## src/rtl/serialRegPkg.sv

```systemverilog
package serialRegPkg;
  localparam int ADDR_W = 4;
  localparam int DATA_W = 8;
  localparam int ID_W   = 3;

  localparam logic [ADDR_W-1:0] ADDR_SAMPLE_LO = 4'h0;
  localparam logic [ADDR_W-1:0] ADDR_SAMPLE_HI = 4'h2;
  localparam logic [ADDR_W-1:0] ADDR_CTRL_A    = 4'h4;
  localparam logic [ADDR_W-1:0] ADDR_CTRL_B    = 4'h5;
  localparam logic [ADDR_W-1:0] ADDR_BANK_LO   = 4'h6;
  localparam logic [ADDR_W-1:0] ADDR_BANK_HI   = 4'hE;
  localparam logic [ADDR_W-1:0] ADDR_MISC      = 4'hF;

  localparam logic [DATA_W-1:0] RST_CTRL_A = 8'h40;
  localparam logic [DATA_W-1:0] RST_CTRL_B = 8'h63;
  localparam logic [DATA_W-1:0] RST_MISC   = 8'h20;

  typedef struct packed {
    logic              wrEn;
    logic              fifoRestart;
    logic [ADDR_W-1:0] addr;
    logic [DATA_W-1:0] wrData;
  } portStrobeT;
endpackage

```

## src/rtl/serialPortCtrl.sv

```systemverilog
module serialPortCtrl
  import serialRegPkg::*;
#(
  parameter logic [ID_W-1:0] CHIP_ID     = 3'b110,
  parameter int              SYNC_STAGES = 2
) (
  input  logic                clk,
  input  logic                rstN,
  input  logic                spe,
  input  logic                spc,
  input  logic                sdIn,
  input  logic [2*DATA_W-1:0] readWord,
  output portStrobeT          strobe,
  output logic                sdOut,
  output logic                sdOe
);
  localparam int HDR_BITS  = 1 + ID_W + ADDR_W;
  localparam int REG_BITS  = HDR_BITS + DATA_W;
  localparam int FIFO_BITS = HDR_BITS + 2 * DATA_W;
  localparam int CNT_W     = $clog2(FIFO_BITS + 1) + 1;
  localparam logic [CNT_W-1:0] CNT_MAX = '1;

  logic [SYNC_STAGES-1:0] speSync, spcSync, sdiSync;
  logic speQ, spcQ;
  logic speNow, spcNow, sdiNow;
  logic speRise, speFall, spcRise, spcFall;

  assign speNow = speSync[SYNC_STAGES-1];
  assign spcNow = spcSync[SYNC_STAGES-1];
  assign sdiNow = sdiSync[SYNC_STAGES-1];

  always_ff @(posedge clk) begin
    if (!rstN) begin
      speSync <= '0;
      spcSync <= '1;
      sdiSync <= '0;
      speQ    <= 1'b0;
      spcQ    <= 1'b1;
    end else begin
      speSync <= {speSync[SYNC_STAGES-2:0], spe};
      spcSync <= {spcSync[SYNC_STAGES-2:0], spc};
      sdiSync <= {sdiSync[SYNC_STAGES-2:0], sdIn};
      speQ    <= speNow;
      spcQ    <= spcNow;
    end
  end

  assign speRise = speNow && !speQ;
  assign speFall = !speNow && speQ;
  assign spcRise = speNow && spcNow && !spcQ;
  assign spcFall = speNow && !spcNow && spcQ;

  logic [CNT_W-1:0]    rxCnt;
  logic [REG_BITS-1:0] rxShift;

  always_ff @(posedge clk) begin
    if (!rstN || speRise) begin
      rxCnt   <= '0;
      rxShift <= '0;
    end else if (spcRise) begin
      if (rxCnt < CNT_W'(REG_BITS)) rxShift <= {rxShift[REG_BITS-2:0], sdiNow};
      if (rxCnt != CNT_MAX) rxCnt <= rxCnt + CNT_W'(1);
    end
  end

  logic [HDR_BITS-1:0] hdr;
  logic                rwBit, idOk, sampleAddr;
  logic [ADDR_W-1:0]   addrBits;

  assign hdr        = (rxCnt >= CNT_W'(REG_BITS)) ? rxShift[REG_BITS-1:DATA_W]
                                                  : rxShift[HDR_BITS-1:0];
  assign rwBit      = hdr[HDR_BITS-1];
  assign idOk       = (hdr[HDR_BITS-2 -: ID_W] == CHIP_ID);
  assign addrBits   = hdr[ADDR_W-1:0];
  assign sampleAddr = (addrBits == ADDR_SAMPLE_LO) || (addrBits == ADDR_SAMPLE_HI);

  logic                loaded, driving;
  logic [2*DATA_W-1:0] txShift;

  always_ff @(posedge clk) begin
    if (!rstN || speRise || speFall) begin
      loaded  <= 1'b0;
      driving <= 1'b0;
      txShift <= '0;
    end else if (spcFall) begin
      if (!loaded && rxCnt == CNT_W'(HDR_BITS)) begin
        loaded  <= 1'b1;
        driving <= rwBit && idOk;
        txShift <= readWord;
      end else if (driving) begin
        txShift <= {txShift[2*DATA_W-2:0], 1'b0};
      end
    end
  end

  assign sdOut = txShift[2*DATA_W-1];
  assign sdOe  = driving && spe;

  always_comb begin
    strobe             = '0;
    strobe.addr        = addrBits;
    strobe.wrData      = rxShift[DATA_W-1:0];
    strobe.wrEn        = speFall && rxCnt == CNT_W'(REG_BITS) && !rwBit && idOk;
    strobe.fifoRestart = speFall && rxCnt == CNT_W'(FIFO_BITS) && rwBit && idOk && sampleAddr;
  end
endmodule

```

## src/rtl/serialRegData.sv

```systemverilog
module serialRegData
  import serialRegPkg::*;
#(
  parameter int FIFO_DEPTH = 4
) (
  input  logic                clk,
  input  logic                rstN,
  input  portStrobeT          strobe,
  input  logic                sampleStrobe,
  input  logic [DATA_W-1:0]   sampleByte,
  output logic [2*DATA_W-1:0] readWord
);
  localparam int BANK_SPAN = int'(ADDR_BANK_HI) - int'(ADDR_BANK_LO) + 1;
  localparam int PTR_W     = $clog2(FIFO_DEPTH + 1);

  logic [DATA_W-1:0] ctrlA, ctrlB, misc;
  logic [DATA_W-1:0] bankMem [2][BANK_SPAN];
  logic [DATA_W-1:0] slot [FIFO_DEPTH];
  logic [PTR_W-1:0]  wrPtr;
  logic              bankSel, softReset, inBank;
  logic [ADDR_W-1:0] bankIdx;

  assign bankSel   = (misc[1:0] == 2'b01);
  assign softReset = strobe.wrEn && strobe.addr == ADDR_MISC && strobe.wrData[DATA_W-1];
  assign inBank    = strobe.addr >= ADDR_BANK_LO && strobe.addr <= ADDR_BANK_HI;
  assign bankIdx   = strobe.addr - ADDR_BANK_LO;

  always_ff @(posedge clk) begin
    if (!rstN || softReset) begin
      ctrlA <= RST_CTRL_A;
      ctrlB <= RST_CTRL_B;
      misc  <= RST_MISC;
      for (int b = 0; b < 2; b++)
        for (int i = 0; i < BANK_SPAN; i++) bankMem[b][i] <= '0;
    end else if (strobe.wrEn) begin
      if (strobe.addr == ADDR_CTRL_A) ctrlA <= strobe.wrData;
      if (strobe.addr == ADDR_CTRL_B) ctrlB <= strobe.wrData;
      if (strobe.addr == ADDR_MISC)   misc  <= strobe.wrData;
      if (inBank) bankMem[bankSel][bankIdx] <= strobe.wrData;
    end
  end

  always_ff @(posedge clk) begin
    if (!rstN) wrPtr <= '0;
    else if (strobe.fifoRestart) wrPtr <= sampleStrobe ? PTR_W'(1) : '0;
    else if (sampleStrobe && wrPtr < PTR_W'(FIFO_DEPTH)) wrPtr <= wrPtr + PTR_W'(1);
  end

  for (genvar k = 0; k < FIFO_DEPTH; k++) begin : g_slot
    logic hit;
    assign hit = sampleStrobe && (strobe.fifoRestart ? (k == 0) : (wrPtr == PTR_W'(k)));
    always_ff @(posedge clk) begin
      if (!rstN) slot[k] <= '0;
      else if (hit) slot[k] <= sampleByte;
    end
  end

  always_comb begin
    readWord = '0;
    unique case (strobe.addr)
      ADDR_SAMPLE_LO: readWord = {slot[0], slot[1]};
      ADDR_SAMPLE_HI: readWord = {slot[2], slot[3]};
      ADDR_CTRL_A:    readWord = {ctrlA, {DATA_W{1'b0}}};
      ADDR_CTRL_B:    readWord = {ctrlB, {DATA_W{1'b0}}};
      ADDR_MISC:      readWord = {misc, {DATA_W{1'b0}}};
      default: if (strobe.addr >= ADDR_BANK_LO && strobe.addr <= ADDR_BANK_HI)
                 readWord = {bankMem[bankSel][bankIdx], {DATA_W{1'b0}}};
    endcase
  end
endmodule

```

## src/rtl/serialRegPort.sv

```systemverilog
module serialRegPort
  import serialRegPkg::*;
#(
  parameter logic [ID_W-1:0] CHIP_ID     = 3'b110,
  parameter int              SYNC_STAGES = 2,
  parameter int              FIFO_DEPTH  = 4
) (
  input  logic              clk,
  input  logic              rstN,
  input  logic              spe,
  input  logic              spc,
  input  logic              sdIn,
  output logic              sdOut,
  output logic              sdOe,
  input  logic              sampleStrobe,
  input  logic [DATA_W-1:0] sampleByte
);
  portStrobeT          strobe;
  logic [2*DATA_W-1:0] readWord;

  serialPortCtrl #(.CHIP_ID(CHIP_ID), .SYNC_STAGES(SYNC_STAGES)) i_ctrl (
    .clk(clk), .rstN(rstN), .spe(spe), .spc(spc), .sdIn(sdIn),
    .readWord(readWord), .strobe(strobe), .sdOut(sdOut), .sdOe(sdOe)
  );

  serialRegData #(.FIFO_DEPTH(FIFO_DEPTH)) i_data (
    .clk(clk), .rstN(rstN), .strobe(strobe), .sampleStrobe(sampleStrobe),
    .sampleByte(sampleByte), .readWord(readWord)
  );
endmodule

```

## config.mk

```make
export PLATFORM = sky130hd
export DESIGN_NAME = serialRegPort
export DESIGN_NICKNAME = d
export VERILOG_FILES = /design/src/rtl/serialRegPkg.sv /design/src/rtl/serialPortCtrl.sv /design/src/rtl/serialRegData.sv /design/src/rtl/serialRegPort.sv
export SDC_FILE = /design/constraint.sdc
export NUM_CORES = 1
export LEC_CHECK = 0
export ABC_AREA = 1
export BUFFER_PORTS_ARGS = -buffer_cell sky130_fd_sc_hd__buf_4
export CAP_MARGIN = 20
export CORE_AREA = 5 5 144 146
export DETAILED_ROUTE_END_ITERATION = 6
export DIE_AREA = 0 0 149 151
export PLACE_DENSITY = 0.75
export REMOVE_ABC_BUFFERS = 1
export SETUP_SLACK_MARGIN = 0.5
export SKIP_CTS_REPAIR_TIMING = 1
export SYNTH_ARGS = -nofsm -noshare
export SYNTH_HDL_FRONTEND = slang
export SYNTH_SLANG_ARGS = --single-unit
```

## constraint.sdc

```tcl
create_clock -name clk -period 8.5 [get_ports clk]
set_clock_uncertainty 0.15 [all_clocks]
set_input_delay 1.7 -clock clk [delete_from_list [all_inputs] [get_ports clk]]
set_output_delay 1.7 -clock clk [all_outputs]
set_load 0.02 [all_outputs]
```

==> results.py <==
metrics = {
    "status": {
        "status": "complete, no violations",
    },
    "critical_path": {
        "rr_worst_depth": 12,
        "worst_setup_path_start_kind": "register",
        "critical_path.endpoint": "i_data.bankMem[1][52]",
        "crit_required_ps": 8520,
        "r2r_end": "i_data.bankMem[1][52]",
        "cp-end-kind": "register",
        "critPathKind": "reg2reg",
        "arrival_ps": 4150,
        "crit_fanout": 25,
        "crit_start": "i_ctrl.rxCnt[5]",
        "r2r-start": "i_ctrl.rxCnt[5]",
        "rrSetupSlack_ps": 4370,
    },
    "detailed_routing": {
        "drc_errors": 0,
        "vias": 8748,
        "drt_wl_total_um": 28200,
        "dr.first_iter.drc_count": 1194,
        "viasPerCell": 5.58,
        "wire_per_inst_um": 18.0,
        "ant_nets": 0,
        "drt-pass1-iter-count": 5,
    },
    "yosys": {
        "synth_ff_type": "edfxtp_1",
        "async_flop_share_pct": 0,
        "synth_seq_area_share_pct": 59.8,
        "synth_fa_ha_area_share_pct": 0.883,
        "synth_xor_area_share_pct": 0,
        "synth_top_family_by_area": "simple AND/OR/NAND/NOR gates",
        "post-synth-top-area-fraction_pct": 46.6,
        "synthesis.instances": 1279,
        "synth-edff-count": 176,
        "ys_ff_latch": 251,
        "netlist_area_um2": 11300,
        "ys_top_cells_by_area": "edfxtp_1 (47%), dfxtp_1 (13%), nand2_1 (10%)",
        "synth-compound-area-share_pct": 9.83,
        "yosysTopAreaCell": "edfxtp_1",
        "synth.avg_cell_area_um2": 8.87,
        "synth_most_common_cell": "nand2_1",
        "yosys_warnings": 0,
        "synth_cell_types": 33,
        "synth_mux_area_share_pct": 0.530,
        "netlist_top_cells_count": "nand2_1 (314), nor2_1 (221), edfxtp_1 (176), o21ai_0 (134), inv_1 (114)",
        "synthSimpleGateAreaFrac_pct": 23.1,
    },
    "sta": {
        "slew_headroom_pct": 26.5,
        "totalNegativeSetupSlack_ps": 0,
        "finalCritPeriodShare_pct": 48.6,
        "period_needed_ps": 4130,
        "setup_violations": 0,
        "tightestPinTransition_ps": 1100,
        "rsz0062_at_grt": "no",
        "drv_slew": 0,
        "hold_viol": 0,
        "max_freq_mhz": 242,
    },
    "clocking": {
        "cts_buffer_depth": 3,
        "htreeDepth": 1,
        "worstSkewPairLatency_ps": 530,
        "clkTransAtPathRegs_ps": 60,
        "cts_inserted_buffers": 26,
        "tritoncts": "yes",
        "cts.sinks": 251,
        "clock-root-buffer": "clkbuf_16",
    },
    "cells_and_area": {
        "insertedDiodeCount": 0,
        "final_nets": 1304,
        "area_growth_pct": 11.1,
        "final_util_pct": 65.4,
        "final_area_um2": 12600,
        "layout-drive-gt1-share_pct": 8.37,
    },
    "worst_hold_path": {
        "min_path_cells": 2,
        "hp-class": "reg2reg",
    },
    "power": {
        "p_per_area_nw_per_um2": 214,
        "vdd_drop_max_uv": 159,
        "p_leak_nw": 5.09,
    },
    "grt": {
        "antenna_found_initial": 0,
        "grt_max_degree": 110,
        "grt.overflow.total": 0,
        "grt_pass1_wl_um": 44400,
        "grt_util_all_layers_pct": 25.4,
        "grt_pass1_vias": 8277,
    },
    "floorplan": {
        "dieWidth_um": 149,
        "rows": 51,
        "coreArea_um2": 19300,
        "ioPinCount": 16,
        "dieHeight_um": 151,
        "start_util_pct": 58.8,
        "dieArea_um2": 22500,
    },
    "place": {
        "port_buffers": 15,
        "dpl_cell_area_um2": 11600,
        "place_congestion": 0.954,
        "hpwl_um": 18600,
    },
    "job": {
        "drv_cap": 0,
    },
}
flip-flops by register name, indices dropped and copies added, names as in the netlist, 2 cells and up:
name	flops
i_ctrl.rxCnt	6
i_ctrl.rxShift	16
i_ctrl.sdiSync	2
i_ctrl.spcSync	2
i_ctrl.speSync	2
i_ctrl.txShift	16
i_data.bankMem	144
i_data.ctrlA	8
i_data.ctrlB	8
i_data.misc	8
i_data.slot	32
i_data.wrPtr	3
worst min path at each step:
stage	startpoint	endpoint
after CTS	i_ctrl.sdiSync[0]	i_ctrl.sdiSync[1]
after global routing	i_ctrl.spcSync[0]	i_ctrl.spcSync[1]
after floorplan	i_ctrl.sdiSync[0]	i_ctrl.sdiSync[1]
after detailed placement	i_ctrl.sdiSync[0]	i_ctrl.sdiSync[1]
final	i_ctrl.sdiSync[0]	i_ctrl.sdiSync[1]
after global placement	i_ctrl.spcSync[0]	i_ctrl.spcSync[1]
cell type report:
| cell class | instances | area (um2) |
|---|---|---|
| Sequential cell | 251 | 6790 |
| Fill cell | 1611 | 6670 |
| Multi-Input combinational cell | 860 | 3900 |
| Clock buffer | 27 | 676 |
| Inverter | 117 | 439 |
| Tap cell | 265 | 332 |
| Clock inverter | 21 | 255 |
| Timing Repair Buffer | 26 | 213 |
per-stage QoR:
step / power, mW / hold slack (ps) / std cells / setup WS, ps
floorplan: 1.45 / 240 / 1228 / 4780
global placement: 1.48 / 244 / 1515 / 4430
detailed placement: 1.49 / 250 / 1515 / 4380
CTS: 2.70 / 255 / 1563 / 4450
global route: 2.77 / 269 / 1567 / 4060
finish: 2.70 / 255 / 1567 / 4370
cells in the final DEF (no fill, tap or decap), types with 11 or more instances in the layout:
| cell type | n |
|---|---|
| a21oi_1 | 61 |
| buf_4 | 24 |
| clkbuf_16 | 27 |
| dfxtp_1 | 75 |
| edfxtp_1 | 176 |
| inv_1 | 114 |
| nand2_1 | 313 |
| nand2_2 | 12 |
| nand3_1 | 37 |
| nand4_1 | 15 |
| nor2_1 | 220 |
| nor3_1 | 11 |
| o21ai_0 | 134 |
critical path, cell delays in order (launching register included):
cell	delay (ps)
dfxtp_1	360
nor2_2	440
nand2_1	120
nand2_2	220
ha_1	250
inv_1	70
nand2_1	80
nand2_2	100
nor2_1	590
o31ai_4	380
nand2_1	140
nand2_1	240
nor2_1	630
report_power, final:
part           total, mW  internal (mW)  switching [mW]
registers           1.37           1.35          0.0151
clock network       1.23          0.757           0.477
logic             0.0934         0.0278          0.0657
total               2.70           2.14           0.557
cells by family (layout without fill, tap and decap cells):
| family | count (synthesis) | after routing |
|---|---|---|
| compound gates | 211 | 211 |
| buf+inv | 168 | 191 |
| fa+ha+maj | 8 | 8 |
| flops | 251 | 251 |
| mux | 6 | 6 |
| simple gates | 635 | 635 |
layer usage:
metal / global-route usage, % / vias to the layer above / part of all wire (%)
li1: - / 4221 / -
met1: 34.2 / 4084 / 40
met2: 43.3 / 372 / 49
met3: 3.71 / 71 / 7.5
met4: 7.41 / 0 / 3.1
met5: 0 / - / 0
Note: power is estimated with default switching activity, not from simulation.
